===== src/rtl/sxl_pkg.sv =====
package sxl_pkg;
  localparam int XLEN = 64;
  localparam int NBYTE = XLEN / 8;

  typedef enum logic [1:0] {SZ_B = 2'd0, SZ_H = 2'd1, SZ_W = 2'd2, SZ_D = 2'd3} size_e;
  typedef enum logic [1:0] {MD_ZERO = 2'd0, MD_SIGN = 2'd1, MD_REV = 2'd2, MD_ZALT = 2'd3} mode_e;
  typedef enum logic [2:0] {ST_IDLE, ST_REQ, ST_WAIT, ST_WB, ST_BAD} state_e;

  // base + (index << (scale+1)), wrapping at XLEN bits
  function automatic logic [XLEN-1:0] scaled_ea(logic [XLEN-1:0] base,
                                                logic [XLEN-1:0] idx,
                                                logic [1:0] scale);
    return base + (idx << ({1'b0, scale} + 3'd1));
  endfunction

  // shape the raw big-endian response into the destination value
  function automatic logic [XLEN-1:0] shape_load(logic [XLEN-1:0] raw,
                                                 logic [1:0] sz,
                                                 logic [1:0] md);
    int nb;
    logic [XLEN-1:0] item;
    logic [XLEN-1:0] rev;
    nb = 1 << sz;
    item = raw >> (XLEN - 8 * nb);
    rev = '0;
    for (int k = 0; k < NBYTE; k++)
      if (k < nb) rev[8*k +: 8] = raw[XLEN-1-8*k -: 8];
    if (md == MD_SIGN)
      for (int b = 0; b < XLEN; b++)
        if (b >= 8 * nb) item[b] = item[8*nb-1];
    return (md == MD_REV) ? rev : item;
  endfunction
endpackage


===== src/rtl/sxl_agen.sv =====
module sxl_agen import sxl_pkg::*; #(
  parameter int RW = 5
) (
  input  logic            upd,
  input  logic [RW-1:0]   ra_num,
  input  logic [RW-1:0]   rt_num,
  input  logic [XLEN-1:0] ra_val,
  input  logic [XLEN-1:0] idx_val,
  input  logic [1:0]      scale,
  output logic [XLEN-1:0] ea,
  output logic            bad_form
);
  logic ra_zero;
  logic [XLEN-1:0] base;

  assign ra_zero  = (ra_num == '0);
  assign base     = (upd || !ra_zero) ? ra_val : '0;
  assign ea       = scaled_ea(base, idx_val, scale);
  assign bad_form = upd && (ra_zero || ra_num == rt_num);
endmodule


===== src/rtl/sxl_fmt.sv =====
module sxl_fmt import sxl_pkg::*; (
  input  logic [XLEN-1:0] raw,
  input  logic [1:0]      size,
  input  logic [1:0]      mode,
  output logic [XLEN-1:0] shaped
);
  assign shaped = shape_load(raw, size, mode);
endmodule


===== src/rtl/sxl_load_unit.sv =====
module sxl_load_unit import sxl_pkg::*; #(
  parameter int RW = 5
) (
  input  logic            clk,
  input  logic            rst_n,
  input  logic            req_valid,
  output logic            req_ready,
  input  logic [1:0]      req_size,
  input  logic [1:0]      req_mode,
  input  logic            req_upd,
  input  logic [RW-1:0]   ra_num,
  input  logic [RW-1:0]   rt_num,
  input  logic [1:0]      req_scale,
  input  logic [XLEN-1:0] ra_val,
  input  logic [XLEN-1:0] idx_val,
  output logic            mem_req,
  input  logic            mem_ready,
  output logic [XLEN-1:0] mem_addr,
  output logic [1:0]      mem_size,
  input  logic            mem_rvalid,
  input  logic [XLEN-1:0] mem_rdata,
  output logic            wb_rt_en,
  output logic [RW-1:0]   wb_rt_num,
  output logic [XLEN-1:0] wb_rt_data,
  output logic            wb_ra_en,
  output logic [RW-1:0]   wb_ra_num,
  output logic [XLEN-1:0] wb_ra_data,
  output logic            wb_bad
);
  state_e          state_q;
  logic [XLEN-1:0] ea_d, ea_q, shaped_d, rt_data_q;
  logic [1:0]      size_q, mode_q;
  logic            upd_q, bad_d;
  logic [RW-1:0]   ra_q, rt_q;

  // named events for the checker
  logic accept, mem_fire, rsp_take;
  assign accept   = req_valid && req_ready;
  assign mem_fire = mem_req && mem_ready;
  assign rsp_take = (state_q == ST_WAIT) && mem_rvalid;

  sxl_agen #(.RW(RW)) u_agen (
    .upd(req_upd), .ra_num(ra_num), .rt_num(rt_num), .ra_val(ra_val),
    .idx_val(idx_val), .scale(req_scale), .ea(ea_d), .bad_form(bad_d)
  );

  sxl_fmt u_fmt (.raw(mem_rdata), .size(size_q), .mode(mode_q), .shaped(shaped_d));

  always_ff @(posedge clk) begin
    if (!rst_n) begin
      state_q   <= ST_IDLE;
      ea_q      <= '0;
      size_q    <= '0;
      mode_q    <= '0;
      upd_q     <= 1'b0;
      ra_q      <= '0;
      rt_q      <= '0;
      rt_data_q <= '0;
    end else begin
      case (state_q)
        ST_IDLE: if (accept) begin
          ea_q    <= ea_d;
          size_q  <= req_size;
          mode_q  <= req_mode;
          upd_q   <= req_upd;
          ra_q    <= ra_num;
          rt_q    <= rt_num;
          state_q <= bad_d ? ST_BAD : ST_REQ;
        end
        ST_REQ:  if (mem_fire) state_q <= ST_WAIT;
        ST_WAIT: if (rsp_take) begin
          rt_data_q <= shaped_d;
          state_q   <= ST_WB;
        end
        default: state_q <= ST_IDLE;
      endcase
    end
  end

  assign req_ready  = (state_q == ST_IDLE);
  assign mem_req    = (state_q == ST_REQ);
  assign mem_addr   = ea_q;
  assign mem_size   = size_q;
  assign wb_rt_en   = (state_q == ST_WB);
  assign wb_rt_num  = rt_q;
  assign wb_rt_data = rt_data_q;
  assign wb_ra_en   = (state_q == ST_WB) && upd_q;
  assign wb_ra_num  = ra_q;
  assign wb_ra_data = ea_q;
  assign wb_bad     = (state_q == ST_BAD);
endmodule


===== config.mk =====
export PLATFORM = sky130hd
export DESIGN_NAME = sxl_load_unit
export DESIGN_NICKNAME = d
export VERILOG_FILES = /design/src/rtl/sxl_pkg.sv /design/src/rtl/sxl_agen.sv /design/src/rtl/sxl_fmt.sv /design/src/rtl/sxl_load_unit.sv
export SDC_FILE = /design/constraint.sdc
export NUM_CORES = 1
export LEC_CHECK = 0
export BUFFER_PORTS_ARGS = -buffer_cell sky130_fd_sc_hd__buf_2
export CORE_MARGIN = 2
export CORE_UTILIZATION = 31
export DETAILED_ROUTE_END_ITERATION = 16
export GPL_ROUTABILITY_DRIVEN = 0
export PLACE_DENSITY_LB_ADDON = 0.08
export SETUP_SLACK_MARGIN = 0.1
export SLEW_MARGIN = 0
export SYNTH_ARGS = -nofsm -noshare
export SYNTH_HDL_FRONTEND = slang
export SYNTH_SLANG_ARGS = --single-unit

===== constraint.sdc =====
create_clock -name clk -period 8 [get_ports clk]
set_input_delay 0.8 -clock clk [delete_from_list [all_inputs] [get_ports clk]]
set_output_delay 0.8 -clock clk [all_outputs]
set_load 0.005 [all_outputs]

Word level (Yosys, flattened, before mapping)
Index checks and enable logic that the tools add are counted.
- bits in registers: 146
- input port bits: 214
- add/sub/neg operators: 4
- order comparisons: 73
- equality and inequality tests: 10
- shifts and indexed selects: 3
- mux-type cells: 335
- reduce and logical (&&, ||, !) cells: 13
- operator list (operator ; number):
    >= comparator 7 x 32 -> 1 bit, first input constant ; 32
    >= comparator 6 x 32 -> 1 bit, first input constant ; 16
    binary-select mux 1 bit (select 6 bit) ; 64
    >= comparator 5 x 32 -> 1 bit, first input constant ; 8
    2-to-1 mux 1 bit ; 255
    2-to-1 mux 64 bit ; 3
    >= comparator 4 x 32 -> 1 bit, first input constant ; 4
    less-than comparator 4 x 32 -> 1 bit, first input constant ; 4
    adder 64 bit ; 1
    >= comparator 3 x 32 -> 1 bit, first input constant ; 2
    less-than comparator 3 x 32 -> 1 bit, first input constant ; 2
    2-to-1 mux 8 bit ; 8
    left shift 64 x 3 -> 64 bit ; 1
    >> shifter 64 x 32 -> 64 bit ; 1
    >= comparator 1 x 32 -> 1 bit, first input constant ; 1
    >= comparator 2 x 32 -> 1 bit, first input constant ; 1
    less-than comparator 1 x 32 -> 1 bit, first input constant ; 1
    less-than comparator 2 x 32 -> 1 bit, first input constant ; 1
    less-than comparator 32 x 8 -> 1 bit, second input constant ; 1
    left shift 1 x 2 -> 32 bit, first input constant ; 1
    subtractor 32 x 2 -> 32 bit, second input constant ; 1
    subtractor 8 x 32 -> 32 bit, first input constant ; 1
    2-to-1 mux 3 bit ; 4
    one-hot mux 3 bit (3 select lines) ; 1
    other kinds (16) ; 24

Logic depth before layout (Yosys ltp)
Gate-level depths: netlist of run 1.
- depth in word-level cells: 324
- gate-level depth with buffers: 19
- depth with buffers taken out: 16

Hierarchy
Synthesis of run 1 repeated with hierarchy kept, for this count alone.
- cell total of the unflattened synthesis: 1957
- area, all modules: 15058.2 sq um
- by module, submodules not included (module ; times used ; cells each ; area an instance (sq um) ; sequential area each (sq um)):
    sxl_agen ; 1 ; 864 ; 6541.3 ; 0.0
    sxl_load_unit ; 1 ; 715 ; 5913.2 ; 2922.8
    sxl_fmt ; 1 ; 378 ; 2603.7 ; 0.0

Worst setup path after synthesis of run 1
OpenSTA, ideal clock, no wires.
- path kind: input-to-reg
- from: in req_scale[0]
- to: reg ea_q[60] (netlist: mem_addr[60])
- setup time: 0.062 ns
- arrival: 4.934 ns
- required time: 7.938 ns
- slack: 3.004 ns
- cell stages on the path: 16
- buffers on the path: 3
- cell sequence: ha_1 -> clkbuf_1 -> inv_2 -> clkbuf_1 -> mux4_2 -> ha_1 -> buf_2 -> nand4_1 -> or2_1 -> or3_1 -> a2111oi_4 -> o21ai_2 -> a21oi_4 -> a21oi_1 -> or4b_1 -> nand3_1
- longest elaborated chain between the ends: 3
- ends and longest elaborated chain (what ; line ; source):
    from (decl) ; sxl_load_unit.sv:13 ; input logic [1:0] req_scale,
    adder 2 x 1 -> 3 bit ; sxl_pkg.sv:13 ; return base + (idx << ({1'b0, scale} + 3'd1));
    left shift 64 x 3 -> 64 bit ; sxl_pkg.sv:13 ;
    adder 64 bit ; sxl_pkg.sv:13 ;
    to (signal assigned) ; sxl_load_unit.sv:52 ; ea_q <= '0;
    to (signal assigned) ; sxl_load_unit.sv:62 ; ea_q <= ea_d;
    to (decl) ; sxl_load_unit.sv:31 ; logic [XLEN-1:0] ea_d, ea_q, shaped_d, rt_data_q;
Every way passes these cells.
A chain may end at the register's enable or synchronous reset.

Worst setup path in the final report of run 1
- from: in req_scale[0]
- to: reg ea_q[47] (netlist: mem_addr[47])
Same word-level chain as after synthesis.

==> summary.md, run 1 <==
| Metric | Value |
|---|---|
| Status | `finished, final reports clean` |
| Final WL | `56.8 mm` |
| Drt initial violations | `1,252` |
| Routed wire length per instance | `21.1 um` |
| Final ANT Viol Nets | `0` |
| Setup_tns | `0 ps` |
| CTS Buf Count | `17` |
| CP endpoint kind | `register` |
| Avg Cell Area, Syn | `7.90 um2` |
| Die area | `roughly 48,000 um2` |
| Final setup viols | `0` |
| Post-route worst hold slack | `between 400 and 500 ps` |
| Sequential share of power | `0.270` |
| Global-route wire length before repair | `about 85 mm` |
| Final nets | `2,352` |
| Setup ws final | `1830 ps` |
| Final Cycle Share | `0.772` |
| CP Launch Point | `req_scale[0]` |
| DIE HEIGHT | `219 um` |
| Dpl ws | `between 1000 and 1500 ps` |
| Hold Path Class | `register to register` |
| Top cells by area, synth | `dfxtp_1 20%, mux4_2 10%, nand2_1 6.9%, a21oi_1 5.9%, ha_1 5.8%` |
| CTS H-tree lvls | `4` |
| Primary FF master, synth | `dfxtp_1` |
| Comb power frac | `0.458` |
| CORE AREA | `45,400 um2` |
| Final clock skew | `between 10 and 15 ps` |
| P_int | `0.00189 W` |
| Post-synth EDFFs | `0` |
| Clock-pin slew on the worst setup and hold paths | `around 70 ps` |
| Die X-Extent | `approximately 220 um` |
| Arrival time at the worst endpoint | `around 6600 ps` |
| Clock share of power | `0.273` |
| Vias per cell | `5.45` |
| Critical-path cell list | `buf_2, ha_1, clkinv_2, mux2_2, nand2_1, o21ai_0, ha_1, and3_1, nand3_1, nor4_1, o21ai_0, a21bo_2, o21ai_0, nand2_1, o21ai_0, nor4_1, a221o_1` |
| Grt ovf | `0` |
| Worst vdd ir | `between 0.00015 and 0.0002 V` |
| Final core utilization | `0.373` |
| Sequential share of the synthesized area | `0.205` |
| Vias in the first global route | `13.7k` |
| Area delta synth->final | `18.7%` |
| Largest net degree at the start of global routing | `109` |
| Synth Instances | `1,808` |
| Static Leak | `7.54 nW` |
| Critical path buffers and inverters | `2` |
| Final Hold Viols | `0` |
| Critical Path Start Type | `input port` |
| CTS sink count | `~150` |
| All-Layer GR Usage | `0.233` |
| Most used cell, CP | `o21ai_0` |
| Yosys reg bits | `146` |
| Hold Path Origin | `wb_rt_num[4]$_SDFFE_PN0P_` |
| Starting Density | `0.315` |
| P per Cell Area | `188 nW/um2` |
| Measured slew at the worst slew-check pin | `~1100 ps` |
| Pins over their slew limit | `0` |
| Post-Syn Area | `14,300 um2` |
| R2R setup slack | `between 3000 and 4000 ps` |
| Crit Path Max Fanout | `39` |
| Initial antenna violation count | `11` |
| PostCTS Resize Cnt | `0` |
| Synth Warn # | `0` |
| DP HPWL | `44.0 mm` |
| Slowest stage delay, CP | `920 ps` |
| Sw Pwr | `0.00129 W` |
| Non-Filler Instances | `2,693` |
| Worst EP required | `8380 ps` |
| CP delay by family, top | `compound AO/OA/AOI/OAI gates` |
| Worst path slowest cell | `clkinv_2` |
| Unrepaired setup endpoints after global routing | `no` |
| Post-route DRC | `0` |
| Layout cells sized above 1 | `0.298` |
| DRT Pass-1 Iters | `6` |
| Setup CP Type | `input port to register` |
| Hold Buf Count CTS | `0` |
| Clock period minus worst slack | `just over 6000 ps` |
| Fmax | `162 MHz` |
| Placed cells | `~2.7k` |
| Worst-skew pair later-pin latency | `490 ps` |
| Asr flop ratio synth | `0` |
| Root buffer cell | `clkbuf_16` |
| CTS tree | `yes` |
| Syn_nets | `~2.1k` |
| # IOs | `between 400 and 500` |
| CTS max path bufs | `2` |
| Post-CTS setup buffer count | `0` |
| Rows | `just under 80` |
| Crit Reg-Reg Startpoint | `mem_size[0]$_SDFFE_PN0P_` |
| Yosys cell types | `75` |
| Max-Cap Viols | `0` |
| Relative slew slack | `0.238` |
| Cell taking the most area after synthesis | `dfxtp_1` |
| DR vias | `14.7k` |
| Post-synth top area share | `0.205` |
| Port Buf Inserts | `422` |
| Sw Share | `0.406` |
-- synth_stat cells, drive strengths merged, types with 12 or more instances --
master and instances:
nand2 262, a21oi 170, dfxtp 146, o21ai 137
clkbuf 110, nor2b 97, buf 85, nor2 75
ha 66, mux4 66, mux2 57, mux2i 50
and2 44, nand3 35, o211ai 35, inv 30
a21o 29, xnor2 28, xor2 26, a311oi 24
a21boi 22, nor3 22, a31oi 16, nand4 16
and3 15, o21bai 15, nor3b 14, nand2b 12
-- layout by cell type (no fill, tap or decap), types with 29 or more instances in the layout --
master	instances
buf_2	421
nand2_1	260
a21oi_1	168
dfxtp_1	146
o21ai_0	136
nor2b_1	96
nor2_1	73
mux4_2	66
ha_1	66
mux2_2	57
mux2i_1	50
and2_1	43
o211ai_1	35
nand3_1	34
a21o_1	29
-- routing by layer --
layer,GRT usage,wire (um),up-vias
met1,0.334,27000,7035
met2,0.353,25300,555
met4,0.0821,1160,0
li1,-,-,7039
met5,0,0,-
met3,0.0369,3400,51
-- area by class of cell --
class,instances,area (um2)
inverters,31,118
well taps,600,751
diodes,9,22.5
multi-input cells,1436,10300
clock inverters,12,146
flip-flops and latches,146,2920
repair buffers,439,2240
fillers,4914,28400
clock buffers,20,457
-- path summary, 6_finish.rpt --
kind                                      end  cells after the start
hold / removal      wb_rt_num[4]$_SDFFE_PN0P_                      2
setup reg to reg  wb_rt_data[19]$_SDFFE_PN0P_                     12
hold reg to reg     wb_rt_num[4]$_SDFFE_PN0P_                      2
setup / recovery    mem_addr[47]$_SDFFE_PN0P_                     17
-- power by group through the flow --
stage	clock network, W	registers (W)	logic (W)
2_1_floorplan	0	0.000860	0.00103
3_3_place_gp	0	0.000876	0.00145
3_5_place_dp	0	0.000878	0.00144
4_1_cts	0.000901	0.000863	0.00145
5_1_grt	0.000925	0.000869	0.00160
6_report	0.000868	0.000859	0.00146
-- flip-flops by register name, summed over array words and instances, names as in the netlist --
signal      cells
mem_addr       64
wb_rt_data     64
wb_ra_num       5
mem_size        2
state_q         3
upd_q           1
mode_q          2
wb_rt_num       5
-- tightest hold or removal path: cells and delay by family, from the launching register on --
kind / cells / cell delay, ps
flops: 1 / 310
compound gates: 1 / 60
simple gates: 1 / 40
-- through the flow --
stage	cell area (um2)	power, W
6_report	16900	0.00319
5_1_grt	16900	0.00340
4_1_cts	16900	0.00321
3_5_place_dp	16300	0.00232
3_3_place_gp	16300	0.00232
2_1_floorplan	14300	0.00189
-- kinds of logic (layout without fill, tap and decap cells) --
kind of cell    after synthesis  after routing  share of synthesized area
compound gates              524            524                      0.232
buf+inv                     226            502                     0.0767
other cells                   1             10                   0.000263
simple gates                617            617                      0.210
xor+xnor                     54             54                     0.0331
fa+ha+maj                    67             67                     0.0592
mux                         173            173                      0.184
flops                       146            146                      0.205
(Power assumes the default switching activity.)
==> run 2: changes to the inputs <==
==> constraint.sdc (replaced) <==
create_clock -name clk -period 5.91 [get_ports clk]
set_input_delay 0.591 -clock clk [delete_from_list [all_inputs] [get_ports clk]]
set_output_delay 0.591 -clock clk [all_outputs]
set_load 0.005 [all_outputs]
==> summary.md, run 2 (synthesis results as in run 1) <==
| Metric | Value |
|---|---|
| DIE HEIGHT | `219 um (unchanged)` |
| Rows | `78 (unchanged)` |
| CTS sink count | `146 (unchanged)` |
| All-Layer GR Usage | `0.232 (was 0.233)` |
| PostCTS Resize Cnt | `0 (unchanged)` |
| Final Cycle Share | `0.820` |
| Placed cell areas | `16,400 um2 (was 16,300 um2)` |
| Post-route worst hold slack | `360 ps (was 467 ps)` |
| Dpl ws | `586 ps (was 1430 ps)` |
| Final ANT Viol Nets | `0 (unchanged)` |
| CP endpoint kind | `register (unchanged)` |
| Placed cells | `2,657 (was 2,652)` |
| Area delta synth->final | `18.9% (was 18.7%)` |
| Routed wire length per instance | `20.9 um (was 21.1 um)` |
| Critical Path Start Type | `input port (unchanged)` |
| Measured slew at the worst slew-check pin | `1140 ps (about the same)` |
| Final WL | `56.4 mm (was 56.8 mm)` |
| Worst-skew pair later-pin latency | `490 ps (about the same)` |
| Worst EP required | `6290 ps (was 8380 ps)` |
| CORE AREA | `45,400 um2 (unchanged)` |
| Pins over their slew limit | `0 (unchanged)` |
| Vias in the first global route | `13.7k (about the same)` |
| Grt ovf | `0 (unchanged)` |
| DRT Pass-1 Iters | `5 (was 6)` |
| Fmax | `206 MHz` |
| Drt initial violations | `1,213 (was 1,252)` |
| CTS max path bufs | `2 (unchanged)` |
| Vias per cell | `5.45 (about the same)` |
| DP HPWL | `43.8 mm (was 44.0 mm)` |
| Largest net degree at the start of global routing | `90 (was 109)` |
| Port Buf Inserts | `422 (unchanged)` |
| Non-Filler Instances | `2,696 (was 2,693)` |
| P per Cell Area | `250 nW/um2 (was 188 nW/um2)` |
| Status | `finished, final reports clean (unchanged)` |
| Arrival time at the worst endpoint | `5220 ps (was 6550 ps)` |
| Setup_tns | `0 ps (unchanged)` |
| Crit Path Max Fanout | `61 (was 39)` |
| Hold Path Class | `input port to register (was register to register)` |
| Root buffer cell | `clkbuf_16 (unchanged)` |
| Setup CP Type | `input port to register (unchanged)` |
| Most frequent cells in the layout | `421 x buf_2, 260 x nand2_1, 168 x a21oi_1, 146 x dfxtp_1, 136 x o21ai_0 (unchanged)` |
| Commonest non-fill, non-tap cell in the layout | `buf_2 (unchanged)` |
| Setup ws final | `1060 ps (was 1830 ps)` |
| Die area | `47,800 um2 (unchanged)` |
| Unrepaired setup endpoints after global routing | `no (unchanged)` |
| Max-Cap Viols | `0 (unchanged)` |
| Worst vdd ir | `0.000306 V (was 0.000170 V)` |
| Hold Buf Count CTS | `0 (unchanged)` |
| Final clock skew | `12.2 ps (was 11.9 ps)` |
| Final nets | `2,357 (was 2,352)` |
| Post-route DRC | `0 (unchanged)` |
| CTS H-tree lvls | `4 (unchanged)` |
| Starting Density | `0.315 (unchanged)` |
| Initial antenna violation count | `9 (was 11)` |
| CTS Buf Count | `17 (unchanged)` |
| Final Hold Viols | `0 (unchanged)` |
| Relative slew slack | `0.237 (was 0.238)` |
| Clock-pin slew on the worst setup and hold paths | `70 ps (about the same)` |
| Final setup viols | `0 (unchanged)` |
| Post-CTS setup buffer count | `0 (unchanged)` |
| Die X-Extent | `219 um (unchanged)` |
| Layout cells sized above 1 | `0.298 (about the same)` |
| # IOs | `423 (unchanged)` |
| DR vias | `14.7k (about the same)` |
| Global-route wire length before repair | `83.9 mm (was 84.7 mm)` |
| Static Leak | `7.55 nW (was 7.54 nW)` |
| Final instance area | `17,000 um2 (was 16,900 um2)` |
| Clock period minus worst slack | `4850 ps` |
| CTS tree | `yes (unchanged)` |
[run 2: cell types whose count changed in the layout (fill, tap and decap cells not counted), sizes merged]
cell / change
buf: +5
bufinv: -1
clkinvlp: +1
diode: -1
inv: -1
[run 2: path summary, 6_finish.rpt]
path	startpoint	end	slack [ps]	cells after the start
max reg2reg	mem_size[0]$_SDFFE_PN0P_	wb_rt_data[27]$_SDFFE_PN0P_	1870	12
max	req_scale[0]	mem_addr[47]$_SDFFE_PN0P_	1060	20
min reg2reg	wb_ra_num[3]$_SDFFE_PN0P_	wb_ra_num[3]$_SDFFE_PN0P_	460	2
min	req_size[1]	mem_size[1]$_SDFFE_PN0P_	360	3
[run 2: metal layers]
layer  GRT usage  part of all wire  routed length, um  vias to the layer above
li1            -                 -                  -                     7064
met1       0.328              0.46              26200                     7008
met2       0.355              0.44              25100                      576
met3      0.0423             0.067               3790                       58
met4      0.0730             0.024               1330                        0
met5           0                 0                  0                        -
[run 2: through the flow]
step / util / power [W]
after floorplan: - / 0.00255
after global placement: 0.361 / 0.00316
after detailed placement: 0.361 / 0.00315
after CTS: 0.374 / 0.00428
after global routing: 0.374 / 0.00453
final: 0.374 / 0.00424
[run 2: power breakdown]
part           internal (W)  switching, W
Combinational      0.000842       0.00113
Clock              0.000599      0.000499
Sequential          0.00108     0.0000893
[run 2: layout make-up]
| type | instances | area (um2) |
|---|---|---|
| inverters | 31 | 118 |
| diodes | 8 | 20.0 |
| repair buffers | 444 | 2320 |
| fillers | 4881 | 28400 |
| clock buffers | 20 | 457 |
| clock inverters | 11 | 103 |
| multi-input cells | 1436 | 10300 |
| well taps | 600 | 751 |
| flip-flops and latches | 146 | 2920 |
[run 2: critical path, cell delays in order]
cell and delay (ps):
buf_2 120, ha_1 320, clkinv_2 70, buf_12 320
mux2_2 400, nand2_1 70, o21ai_0 80, ha_1 430
and3_1 260, nand3_1 190, nor4_1 670, o21ai_0 190
buf_4 180, a21bo_2 230, o21ai_0 220, buf_4 180
nand2_1 70, o21ai_0 260, nor4_1 70, a221o_1 280
==> run 3: changes to the inputs <==
==> constraint.sdc (replaced) <==
create_clock -name clk -period 4.9 [get_ports clk]
set_input_delay 0.49 -clock clk [delete_from_list [all_inputs] [get_ports clk]]
set_output_delay 0.49 -clock clk [all_outputs]
set_load 0.005 [all_outputs]
==> summary.md, run 3 (synthesis results as in run 1) <==
| Metric | Value |
|---|---|
| Final Cycle Share | `0.881` |
| CTS sink count | `146 (unchanged)` |
| End of the worst hold path | `mode_q[0]$_SDFFE_PN0P_ (was mem_size[1]$_SDFFE_PN0P_)` |
| Slowest stage delay, CP | `520 ps (was 670 ps)` |
| Reg2reg path depth | `13 (was 12)` |
| All-Layer GR Usage | `0.234 (was 0.232)` |
| Clock period minus worst slack | `around 4300 ps` |
| Arrival time at the worst endpoint | `4750 ps (was 5220 ps)` |
| P_int | `0.00307 W (was 0.00252 W)` |
| Most used cell, CP | `ha_1 (was o21ai_0)` |
| Worst vdd ir | `0.000271 V (was 0.000306 V)` |
| CTS H-tree lvls | `4 (unchanged)` |
| Hold Path Class | `input port to register (unchanged)` |
| Port Buf Inserts | `422 (unchanged)` |
| Starting Density | `0.315 (unchanged)` |
| Hold Path Origin | `req_mode[0] (was req_size[1])` |
| Hold Buf Count CTS | `0 (unchanged)` |
| Comb power frac | `0.478 (was 0.466)` |
| Root buffer cell | `clkbuf_16 (unchanged)` |
| Worst r2r dst | `wb_rt_data[30]$_SDFFE_PN0P_ (was wb_rt_data[27]$_SDFFE_PN0P_)` |
| Static Leak | `7.80 nW (was 7.55 nW)` |
| CTS tree | `yes (unchanged)` |
| Critical-path cell list | `buf_2, ha_1, clkinv_2, buf_4, nor2_1, nor3_1, o21bai_1, ha_1, nand2_2, or3_1, or3_4, a2111oi_4, o21ai_2, a21oi_4, a21oi_1, or4b_1, nand3_1 (was buf_2, ha_1, clkinv_2, buf_12, mux2_2, nand2_1, o21ai_0, ha_1, and3_1, nand3_1, nor4_1, o21ai_0, buf_4, a21bo_2, o21ai_0, buf_4, nand2_1, o21ai_0, nor4_1, a221o_1)` |
| Routed wire length per instance | `20.8 um (was 20.9 um)` |
| # IOs | `423 (unchanged)` |
| Fmax | `between 200 and 250 MHz` |
| DP HPWL | `44.8 mm (was 43.8 mm)` |
| Vias in the first global route | `13.7k (about the same)` |
| Sw Pwr | `0.00214 W (was 0.00172 W)` |
| Final WL | `57.0 mm (was 56.4 mm)` |
| Sequential share of power | `0.269 (was 0.275)` |
| Setup CP Type | `input port to register (unchanged)` |
| Worst path slowest cell | `or4b_1 (was nor4_1)` |
| Die X-Extent | `219 um (unchanged)` |
| Post-CTS setup buffer count | `0 (unchanged)` |
| Final ANT Viol Nets | `0 (unchanged)` |
| Vias per cell | `5.34 (was 5.45)` |
| R2R setup slack | `1100 ps (was 1870 ps)` |
| Commonest non-fill, non-tap cell in the layout | `buf_2 (unchanged)` |
| Most frequent cells in the layout | `421 x buf_2, 260 x nand2_1, 168 x a21oi_1, 146 x dfxtp_1, 136 x o21ai_0 (unchanged)` |
| Layout cells sized above 1 | `0.315 (was 0.298)` |
| Clock share of power | `0.253 (was 0.259)` |
| CTS Buf Count | `17 (unchanged)` |
| Post-route DRC | `0 (unchanged)` |
| Max-Cap Viols | `0 (unchanged)` |
| Initial antenna violation count | `6 (was 9)` |
| CTS max path bufs | `2 (unchanged)` |
| DR vias | `14.7k (about the same)` |
| WHS Path Cells | `3 (unchanged)` |
| Sw Share | `0.410 (was 0.406)` |
| DIE HEIGHT | `219 um (unchanged)` |
| Grt ovf | `0 (unchanged)` |
| Largest net degree at the start of global routing | `82 (was 90)` |
| Final setup viols | `0 (unchanged)` |
| Drt initial violations | `1,282 (was 1,213)` |
| Status | `finished, final reports clean (unchanged)` |
| Non-Filler Instances | `2,746 (was 2,696)` |
| Final Hold Viols | `0 (unchanged)` |
| Clock-pin slew on the worst setup and hold paths | `70 ps (about the same)` |
| Global-route wire length before repair | `84.5 mm (was 83.9 mm)` |
| Die area | `47,800 um2 (unchanged)` |
| Area delta synth->final | `21.6% (was 18.9%)` |
| Placed cells | `2,708 (was 2,657)` |
| Final clock skew | `12.8 ps (was 12.2 ps)` |
| Final nets | `2,408 (was 2,357)` |
| Critical Path Start Type | `input port (unchanged)` |
| Unrepaired setup endpoints after global routing | `no (unchanged)` |
| DRT Pass-1 Iters | `6 (was 5)` |
| CP endpoint kind | `register (unchanged)` |
| Worst-skew pair later-pin latency | `490 ps (about the same)` |
| Rows | `78 (unchanged)` |
| Worst EP required | `5330 ps (was 6290 ps)` |
| Pins over their slew limit | `0 (unchanged)` |
| Setup_tns | `0 ps (unchanged)` |
| CORE AREA | `45,400 um2 (unchanged)` |
| Measured slew at the worst slew-check pin | `1230 ps (was 1140 ps)` |
| PostCTS Resize Cnt | `0 (unchanged)` |
| Crit Reg-Reg Startpoint | `mem_size[0]$_SDFFE_PN0P_ (unchanged)` |
| P per Cell Area | `300 nW/um2 (was 250 nW/um2)` |
| Crit Path Max Fanout | `19 (was 61)` |
| Relative slew slack | `0.176 (was 0.237)` |
==> run 3: cell count changes in the layout (fill, tap and decap cells not counted), sizes merged <==
| cell | previous run | this run |
|---|---|---|
| buf | 444 | 495 |
| bufinv | 1 | 0 |
| clkbuf | 20 | 19 |
| clkinv | 6 | 3 |
| diode | 8 | 6 |
| inv | 32 | 38 |
==> run 3: worst max-delay path by stage <==
stage | start | to | slack [ps] | cells past startpoint
6_report | req_scale[0] | mem_addr[60]$_SDFFE_PN0P_ | 580 | 17
4_1_cts | req_scale[0] | mem_addr[61]$_SDFFE_PN0P_ | 610 | 17
2_1_floorplan | req_scale[0] | mem_addr[60]$_SDFFE_PN0P_ | 210 | 16
5_1_grt | req_scale[0] | mem_addr[61]$_SDFFE_PN0P_ | 220 | 17
3_5_place_dp | req_scale[0] | mem_addr[44]$_SDFFE_PN0P_ | 90 | 18
3_3_place_gp | req_scale[0] | mem_addr[40]$_SDFFE_PN0P_ | 110 | 18
==> run 3: metrics by stage <==
stage                     area (um2)  utilization  total power [W]  hold slack (ps)  setup slack (ps)
final                          17400        0.383          0.00521              255               583
after global routing           17400        0.383          0.00557              267               217
after CTS                      17300        0.382          0.00526              216               607
after detailed placement       16800        0.370          0.00390              456              90.2
after global placement         16800        0.370          0.00391              453               110
after floorplan                14300            -          0.00308              439               214
==> run 3: cell type report <==
type | count | area (um2)
Antenna cell | 6 | 15.0
Clock inverter | 13 | 114
Multi-Input combinational cell | 1436 | 10300
Clock buffer | 19 | 443
Tap cell | 600 | 751
Sequential cell | 146 | 2920
Inverter | 31 | 118
Timing Repair Buffer | 495 | 2710
Fill cell | 4830 | 28000
==> run 3: worst max-delay path, delay by kind of cell <==
| kind | cells | cell delay (ps) |
|---|---|---|
| AOI/OAI and AO/OA | 5 | 1140 |
| adders and majority gates | 2 | 720 |
| buffers and inverters | 3 | 760 |
| and+or+nand+nor | 7 | 1630 |
==> run 3: power groups by stage <==
stage / clock, W / sequential, W / combinational, W
finish: 0.00132 / 0.00140 / 0.00249
global route: 0.00141 / 0.00142 / 0.00274
global placement: 0 / 0.00143 / 0.00248
CTS: 0.00137 / 0.00141 / 0.00248
detailed placement: 0 / 0.00144 / 0.00247
floorplan: 0 / 0.00140 / 0.00168
==> run 3: metal layers <==
metal,vias up,track usage,share of wire
met5,-,0,0
met4,0,0.0907,0.028
met3,68,0.0412,0.065
met2,618,0.346,0.43
met1,6849,0.334,0.47
li1,7139,-,-
